==> src/rtl/thermal_trip_irq.sv <==
module thermal_trip_irq #(
  parameter int TEMP_W  = 8,
  parameter int NUM_LVL = 5,
  parameter int ADDR_W  = 4
) (
  input  logic               clk,
  input  logic               rst_n,
  input  logic               sample_vld,
  input  logic [TEMP_W-1:0]  temp_code,
  input  logic               reg_we,
  input  logic [ADDR_W-1:0]  reg_addr,
  input  logic [TEMP_W-1:0]  reg_wdata,
  output logic [TEMP_W-1:0]  reg_rdata,
  output logic [NUM_LVL-1:0] lvl_status,
  output logic               irq
);
  localparam int SUM_W = TEMP_W + 1;
  localparam logic [ADDR_W-1:0] A_OFF  = ADDR_W'(8);
  localparam logic [ADDR_W-1:0] A_EN   = ADDR_W'(9);
  localparam logic [ADDR_W-1:0] A_PEND = ADDR_W'(10);
  localparam logic [ADDR_W-1:0] A_STAT = ADDR_W'(11);

  logic [TEMP_W-1:0]  trig_q [NUM_LVL];
  logic [SUM_W-1:0]   trip   [NUM_LVL];
  logic [TEMP_W-1:0]  off_q;
  logic [NUM_LVL-1:0] en_q, pend_q, raw_q, hit, rise, clr;

  assign clr  = (reg_we && reg_addr == A_PEND) ? reg_wdata[NUM_LVL-1:0] : '0;
  assign rise = sample_vld ? (hit & ~raw_q & en_q) : '0;

  for (genvar n = 0; n < NUM_LVL; n++) begin : g_lvl
    assign trip[n] = {1'b0, trig_q[n]} + {1'b0, off_q};
    assign hit[n]  = {1'b0, temp_code} > trip[n];

    always_ff @(posedge clk or negedge rst_n)
      if (!rst_n) trig_q[n] <= '0;
      else if (reg_we && reg_addr == ADDR_W'(n)) trig_q[n] <= reg_wdata;

    AST_RISE_NEEDS_SAMPLE: assert property (@(posedge clk) disable iff (!rst_n)
      $rose(pend_q[n]) |-> $past(sample_vld && en_q[n])) else $error("pend without sample");
    AST_RISE_NEEDS_EDGE: assert property (@(posedge clk) disable iff (!rst_n)
      $rose(pend_q[n]) |-> !$past(raw_q[n])) else $error("pend without edge");
    AST_NO_OVERFLOW_TRIP: assert property (@(posedge clk) disable iff (!rst_n)
      (sample_vld && trip[n] > SUM_W'((1 << TEMP_W) - 1)) |=> !raw_q[n]) else $error("overflow trip");
    AST_SET_BEATS_CLEAR: assert property (@(posedge clk) disable iff (!rst_n)
      (rise[n] && clr[n]) |=> pend_q[n]) else $error("clear beat set");
  end

  always_ff @(posedge clk or negedge rst_n)
    if (!rst_n) begin
      off_q  <= '0;
      en_q   <= '0;
      raw_q  <= '0;
      pend_q <= '0;
    end else begin
      if (reg_we && reg_addr == A_OFF) off_q <= reg_wdata;
      if (reg_we && reg_addr == A_EN)  en_q  <= reg_wdata[NUM_LVL-1:0];
      if (sample_vld) raw_q <= hit;
      pend_q <= (pend_q & ~clr) | rise;
    end

  always_comb begin
    reg_rdata = '0;
    for (int n = 0; n < NUM_LVL; n++)
      if (reg_addr == ADDR_W'(n)) reg_rdata = trig_q[n];
    case (reg_addr)
      A_OFF:   reg_rdata = off_q;
      A_EN:    reg_rdata = TEMP_W'(en_q);
      A_PEND:  reg_rdata = TEMP_W'(pend_q);
      A_STAT:  reg_rdata = TEMP_W'(raw_q);
      default: ;
    endcase
  end

  assign lvl_status = raw_q;
  assign irq        = |(pend_q & en_q);

  AST_STATUS_HOLD: assert property (@(posedge clk) disable iff (!rst_n)
    !sample_vld |=> $stable(raw_q)) else $error("status moved");
  AST_IRQ_HAS_PEND: assert property (@(posedge clk) disable iff (!rst_n)
    irq |-> (pend_q != '0)) else $error("irq without pending");
endmodule

==> config.mk <==
export PLATFORM = sky130hd
export DESIGN_NAME = thermal_trip_irq
export DESIGN_NICKNAME = d
export VERILOG_FILES = /design/src/rtl/thermal_trip_irq.sv
export SDC_FILE = /design/constraint.sdc
export NUM_CORES = 1
export LEC_CHECK = 0
export BUFFER_PORTS_ARGS = -buffer_cell sky130_fd_sc_hd__buf_2
export CORE_MARGIN = 10
export CORE_UTILIZATION = 55
export DETAILED_ROUTE_END_ITERATION = 7
export GPL_ROUTABILITY_DRIVEN = 0
export PLACE_DENSITY = 0.76
export SYNTH_ARGS = -nofsm -noshare
export SYNTH_HDL_FRONTEND = slang
export SYNTH_SLANG_ARGS = --single-unit
==> constraint.sdc <==
create_clock -name clk -period 3 [get_ports clk]
set_clock_uncertainty 0.15 [all_clocks]
set_input_delay 0.45 -clock clk [delete_from_list [all_inputs] [get_ports clk]]
set_output_delay 0.45 -clock clk [all_outputs]
set_load 0.02 [all_outputs]
==> run metrics, run 1 <==
Final Hold Slack=0.0311 ns; diode count=0; routed length per instance=22.6 um; CTS tree=done; yosys warns=0; Final Power=0.00592 W; Synth async-reset ratio=100%; worst slew pin tran=0.842 ns; sequential share of the synthesized area=28.9%; Mapped Avg Cell Area=10.6 um^2; grt ovf=0; die height=120 um; Mapped Cells=515; buffer depth of the longest clock path=2; Leak=3.13 nW; Final Max Slew Viols=0; Row Count=36; Die Wd=120 um; clock slew at reported path FFs=0.09 ns; GRT Util Overall=23.7%; via/cell ratio=6.37; Final min period=3.20 ns; initial core utilization=56.1%; initial antenna violation count=0; RSZ-0062 raised after global routing=true; final core utilization=70.0%; number of port buffers=37; Worst slew margin=43.9%; core area=0.00973 mm^2; H-tree levels=3; WS Path Type=flop to flop; via count=4902; hold_buf cts=0; P per Cell Area=870 mW/mm^2; WP buf/inv=3; Post-DP Area=0.00621 mm^2; final worst setup slack=-0.200 ns; Primary FF master, synth=dfrtp_1; maximum vdd drop=0.424 mV; post-synth cell types=62; max-cap viol count=0; CTS sink cnt=63; DRT iter0 DRCs=423; critical-path cell list=buf_4 -> buf_6 -> ha_4 -> inv_1 -> fa_2 -> nor2b_2 -> o31ai_2 -> a21oi_2 -> xnor2_1 -> ha_1 -> a22o_1 -> nor4_4 -> o21a_1 -> a311oi_2 -> a32o_1; WP data required=3.11 ns; status=finished with violations; drt pass-1 iters=5; vias in the first global route=5037; Num CTS Buffers=9; failing checks=negative setup slack; worst min path class=input pin to async pin; Setup crit start kind=flop; fmax=312 MHz; DRC errors left=0; DP HPWL=12900 um; EDFF count, synth=0; Layout area overhead=24.7%; CP delay by family, top=compound AO/OA/AOI/OAI gates; syn_nets=624; Final Setup Violations=10; Worst EP arrival=3.31 ns; final hold vios=0; root buffer cell=clkbuf_8; Antenna Nets Post-Route=0; Slowest cell on crit path=dfrtp_2; largest net degree at the start of global routing=37; I/O pin count=38; Routed Wire Length=17400 um; mapped cell area=0.00546 mm^2; crit share post-route=107%; design area=0.00681 mm^2; Final nets=740; #FFs+latches synth=63; worst skew pair latency=0.36 ns; share of layout cells above drive strength 1=39.5%; critical-path maximum fanout=5; global-route wire length before repair=27000 um; Die Outline Area=0.0143 mm^2; slowest stage delay, CP=0.44 ns; CP Capture Type=flop
[placed cells by master (no fill, tap or decap), drive strengths merged, types with 14 or more instances in the layout]
cell type    n
buf        115
dfrtp       63
ha          80
inv         22
mux2        51
nand2       26
nor2        25
nor2b       17
nor3        14
o21ai       32
xor2        15
[through the flow]
stage / TNS [ns] / setup WS [ns] / cells
after detailed placement: -2.55 / -0.367 / 738
after global placement: -1.39 / -0.280 / 738
after floorplan: -0.0162 / -0.0162 / 515
after global routing: -2.40 / -0.301 / 769
after CTS: -0.926 / -0.198 / 764
final: -1.13 / -0.200 / 769
[final timing paths]
check / startpoint / endpoint / slack, ns / cells past startpoint
hold reg to reg: pend_q[0] / pend_q[0] / 0.40 / 1
setup reg to reg: off_q[0] / pend_q[2] / -0.20 / 15
setup / recovery: off_q[0] / pend_q[2] / -0.20 / 15
hold / removal: rst_n / lvl_status[0] / 0.03 / 1
min in group clk: sample_vld / lvl_status[0] / 0.14 / 2
max in group asynchronous: rst_n / trig_q[23] / 1.94 / 2
[sequential cells by signal, indices dropped and copies added (netlist names)]
register,count
trig_q,40
en_q,5
off_q,8
pend_q,5
lvl_status,5
[repair_timing]
item,in CTS,in global routing
resized for setup,42,28
pin swaps,10,10
hold endpoints to repair,0,0
setup buffers,10,5
endpoints found under the setup margin,10,10
[area by class of cell]
cell class	instances	area, um^2
Clock buffer	9	124
Clock inverter	7	81.3
Fill cell	699	2920
Inverter	21	83.8
Multi-Input combinational cell	421	3990
Sequential cell	63	1580
Tap cell	133	166
Timing Repair Buffer	115	782
[synth_stat cells, types with 11 or more instances]
master | n | area (um^2)
inv_1 | 20 | 75.1
nor3_1 | 13 | 65.1
ha_1 | 80 | 1000
o21a_1 | 11 | 82.6
nand2_1 | 23 | 86.3
o21ai_0 | 31 | 155
dfrtp_1 | 63 | 1580
xor2_1 | 15 | 131
mux2_2 | 51 | 574
nor2_1 | 24 | 90.1
a21oi_1 | 11 | 55.1
a21o_1 | 11 | 82.6
nor2b_1 | 17 | 106
[kinds of logic (layout without fill, tap and decap cells)]
logic type	Yosys count	after routing	synth area share, %
AO/OA/AOI/OAI	126	126	16.1
AND/OR/NAND/NOR	117	117	12.4
XOR/XNOR	25	25	4.01
flip-flops	63	63	28.9
adder cells (fa/ha/maj)	85	85	20.2
multiplexers	68	68	15.7
buffers and inverters	31	152	2.80
[metal layers]
metal | wire length [um] | global-route usage (%)
met1 | 7080 | 29.1
met2 | 8200 | 38.5
met3 | 1120 | 4.36
met4 | 992 | 13.5
met5 | 0 | 0
[power by group]
group	total, W	switching [W]	internal (W)
Sequential	0.00140	0.000320	0.00108
Clock	0.000777	0.000383	0.000393
Combinational	0.00375	0.00180	0.00195
Power figures use the tool's default switching activity.
==> inputs of run 2 (changes only) <==
--- a/config.mk
+++ b/config.mk
@@ -6,11 +6,11 @@
 export NUM_CORES = 1
 export LEC_CHECK = 0
 export BUFFER_PORTS_ARGS = -buffer_cell sky130_fd_sc_hd__buf_2
-export CORE_MARGIN = 10
 export CORE_UTILIZATION = 55
+export CTS_BUF_LIST = sky130_fd_sc_hd__clkbuf_8
 export DETAILED_ROUTE_END_ITERATION = 7
 export GPL_ROUTABILITY_DRIVEN = 0
-export PLACE_DENSITY = 0.76
+export PLACE_DENSITY = 0.73
 export SYNTH_ARGS = -nofsm -noshare
 export SYNTH_HDL_FRONTEND = slang
 export SYNTH_SLANG_ARGS = --single-unit
==> constraint.sdc (replaced) <==
create_clock -name clk -period 3.7 [get_ports clk]
set_clock_uncertainty 0.15 [all_clocks]
set_input_delay 0.555 -clock clk [delete_from_list [all_inputs] [get_ports clk]]
set_output_delay 0.555 -clock clk [all_outputs]
set_load 0.02 [all_outputs]
==> run metrics, run 2 (same netlist as run 1, synthesis figures left out) <==
root buffer cell=clkbuf_8; CP Capture Type=flop; Final Setup Violations=0 (-10); Layout area overhead=9.99%; GRT Util Overall=32.3% (+8.6 points); DRC errors left=0 (unchanged); core area=0.00942 mm^2 (-3.2%); CTS tree=done; vias in the first global route=4481 (-11%); design area=0.00600 mm^2 (-12%); WP data required=3.80 ns (+0.69 ns); pre-CTS WS=0.244 ns (+0.611 ns); final hold vios=0 (unchanged); Post-DP Area=0.00576 mm^2 (-7.2%); max-cap viol count=0 (unchanged); via/cell ratio=6.51 (+2.2%); routed length per instance=22.6 um (about the same); Worst EP arrival=3.63 ns (+0.32 ns); Filler cells=762 (+9.0%); worst min path class=input pin to flop; P per Cell Area=690 mW/mm^2 (-21%); initial core utilization=58.0% (+1.9 points); WS Path Type=flop to flop; clock slew at reported path FFs=0.08 ns (about the same); area of the multi-input gates=0.00373 mm^2 (-6.5%); fmax=283 MHz (-9.4%); Worst slew margin=40.1% (-3.7 points); Final Max Slew Viols=0 (unchanged); buffer depth of the longest clock path=2 (unchanged); Setup crit start kind=flop; most frequent cells in the layout=ha_1, dfrtp_1, mux2_2; RSZ-0062 raised after global routing=false; Final nets=670 (-9.5%); status=completed; Reg area=0.00158 mm^2 (about the same); Critical Path Start=off_q[1]; worst skew pair latency=0.36 ns (about the same); via count=4527 (-7.6%); Num CTS Buffers=9 (unchanged); largest net degree at the start of global routing=28 (-24%); final worst setup slack=0.169 ns (+0.369 ns); Final Power=0.00414 W (-30%); global-route wire length before repair=24000 um (-11%); R2R setup slack=0.17 ns (+0.37 ns); initial antenna violation count=0 (unchanged); Largest Register=trig_q; crit share post-route=95.4% (-11 points); diode count=0 (unchanged); most frequent standard cell in the layout excluding fill and tap cells=ha_1; Die Outline Area=0.0103 mm^2 (-28%); Final min period=3.53 ns (+0.331 ns); Leak=2.74 nW (-12%); share of layout cells above drive strength 1=24.0% (-15 points); hold_sp=sample_vld; largest registers=trig_q x40, off_q x8; setup_tns=0 ns (+1.13 ns); maximum vdd drop=0.372 mV (-12%); max reg flops=40 (unchanged); RR Startpoint=off_q[1]; worst-case reg-to-reg path depth=13 (-2); Antenna Nets Post-Route=0 (unchanged); Routed Wire Length=15700 um (-9.6%); worst slew pin tran=0.896 ns (+0.0542 ns); number of port buffers=37 (unchanged); DRT iter0 DRCs=427 (+0.95%); Final Hold Slack=0.256 ns (+0.225 ns); CTS sink cnt=63 (unchanged); critical-path maximum fanout=7 (+2); Row Count=35 (-2.8%); Die Wd=102 um (-15%); die height=102 um (-15%); Hold Path Stages=2; DP HPWL=12000 um (-6.7%); H-tree levels=3 (unchanged); I/O pin count=38 (unchanged); drt pass-1 iters=5 (unchanged); grt ovf=0 (unchanged)
## run 2: cell types whose count changed in the layout (fill, tap and decap cells not counted), moves of 4 or more
cell and change:
buf_4 -68, fa_1 +5, fa_2 -5, ha_1 +11, ha_4 -10, inv_1 +4
inv_2 -4, nor2b_1 +6, nor2b_2 -4, o21ai_0 +10, o21ai_1 -8
## run 2: worst paths after layout
kind                                  to
setup / recovery               pend_q[2]
setup reg to reg               pend_q[2]
max in group asynchronous       off_q[1]
hold / removal             lvl_status[0]
min in group asynchronous     trig_q[12]
hold reg to reg            lvl_status[3]
## run 2: final cells by class
type / instances / share of cell area, %
well taps: 129 / 2.69
flip-flops and latches: 63 / 26.3
clock inverters: 7 / 1.33
clock buffers: 9 / 2.06
multi-input cells: 421 / 62.1
repair buffers: 45 / 4.13
inverters: 21 / 1.38
## run 2: critical path, stage by stage (launching register included)
cell and delay, ns:
dfrtp_2 0.47, clkinvlp_4 0.17, buf_4 0.19, fa_1 0.44, nor2b_1 0.22, o31ai_2 0.09
a21oi_1 0.23, xnor2_1 0.16, ha_1 0.29, a22o_1 0.25, nor4_1 0.23, o21a_1 0.19
a311oi_1 0.07, a32o_1 0.29
## run 2: through the flow
stage	utilization, %	std cells
6_report	63.8	695
5_1_grt	63.8	695
4_1_cts	63.5	692
3_5_place_dp	61.2	675
3_3_place_gp	61.2	675
2_1_floorplan	-	515
## run 2: report_power, final
part | switching [W] | internal [W] | total [W]
clock network | 0.000304 | 0.000319 | 0.000623
logic | 0.00123 | 0.00114 | 0.00237
registers | 0.000281 | 0.000873 | 0.00115
total | 0.00181 | 0.00233 | 0.00414
## run 2: timing repair
action                                  4_1_cts  5_1_grt
endpoints found under the setup margin        0        1
setup buffers                                 0        3
gates resized for setup                       0        3
hold endpoints to repair                     16        0
hold buffers                                  1        0
## run 2: routing by layer
layer	track usage [%]	vias to the layer above	wire, um
met3	5.31	51	1130
met2	51.5	200	7200
li1	-	2060	-
met5	0	-	0
met4	15.7	0	724
met1	42.8	2216	6680
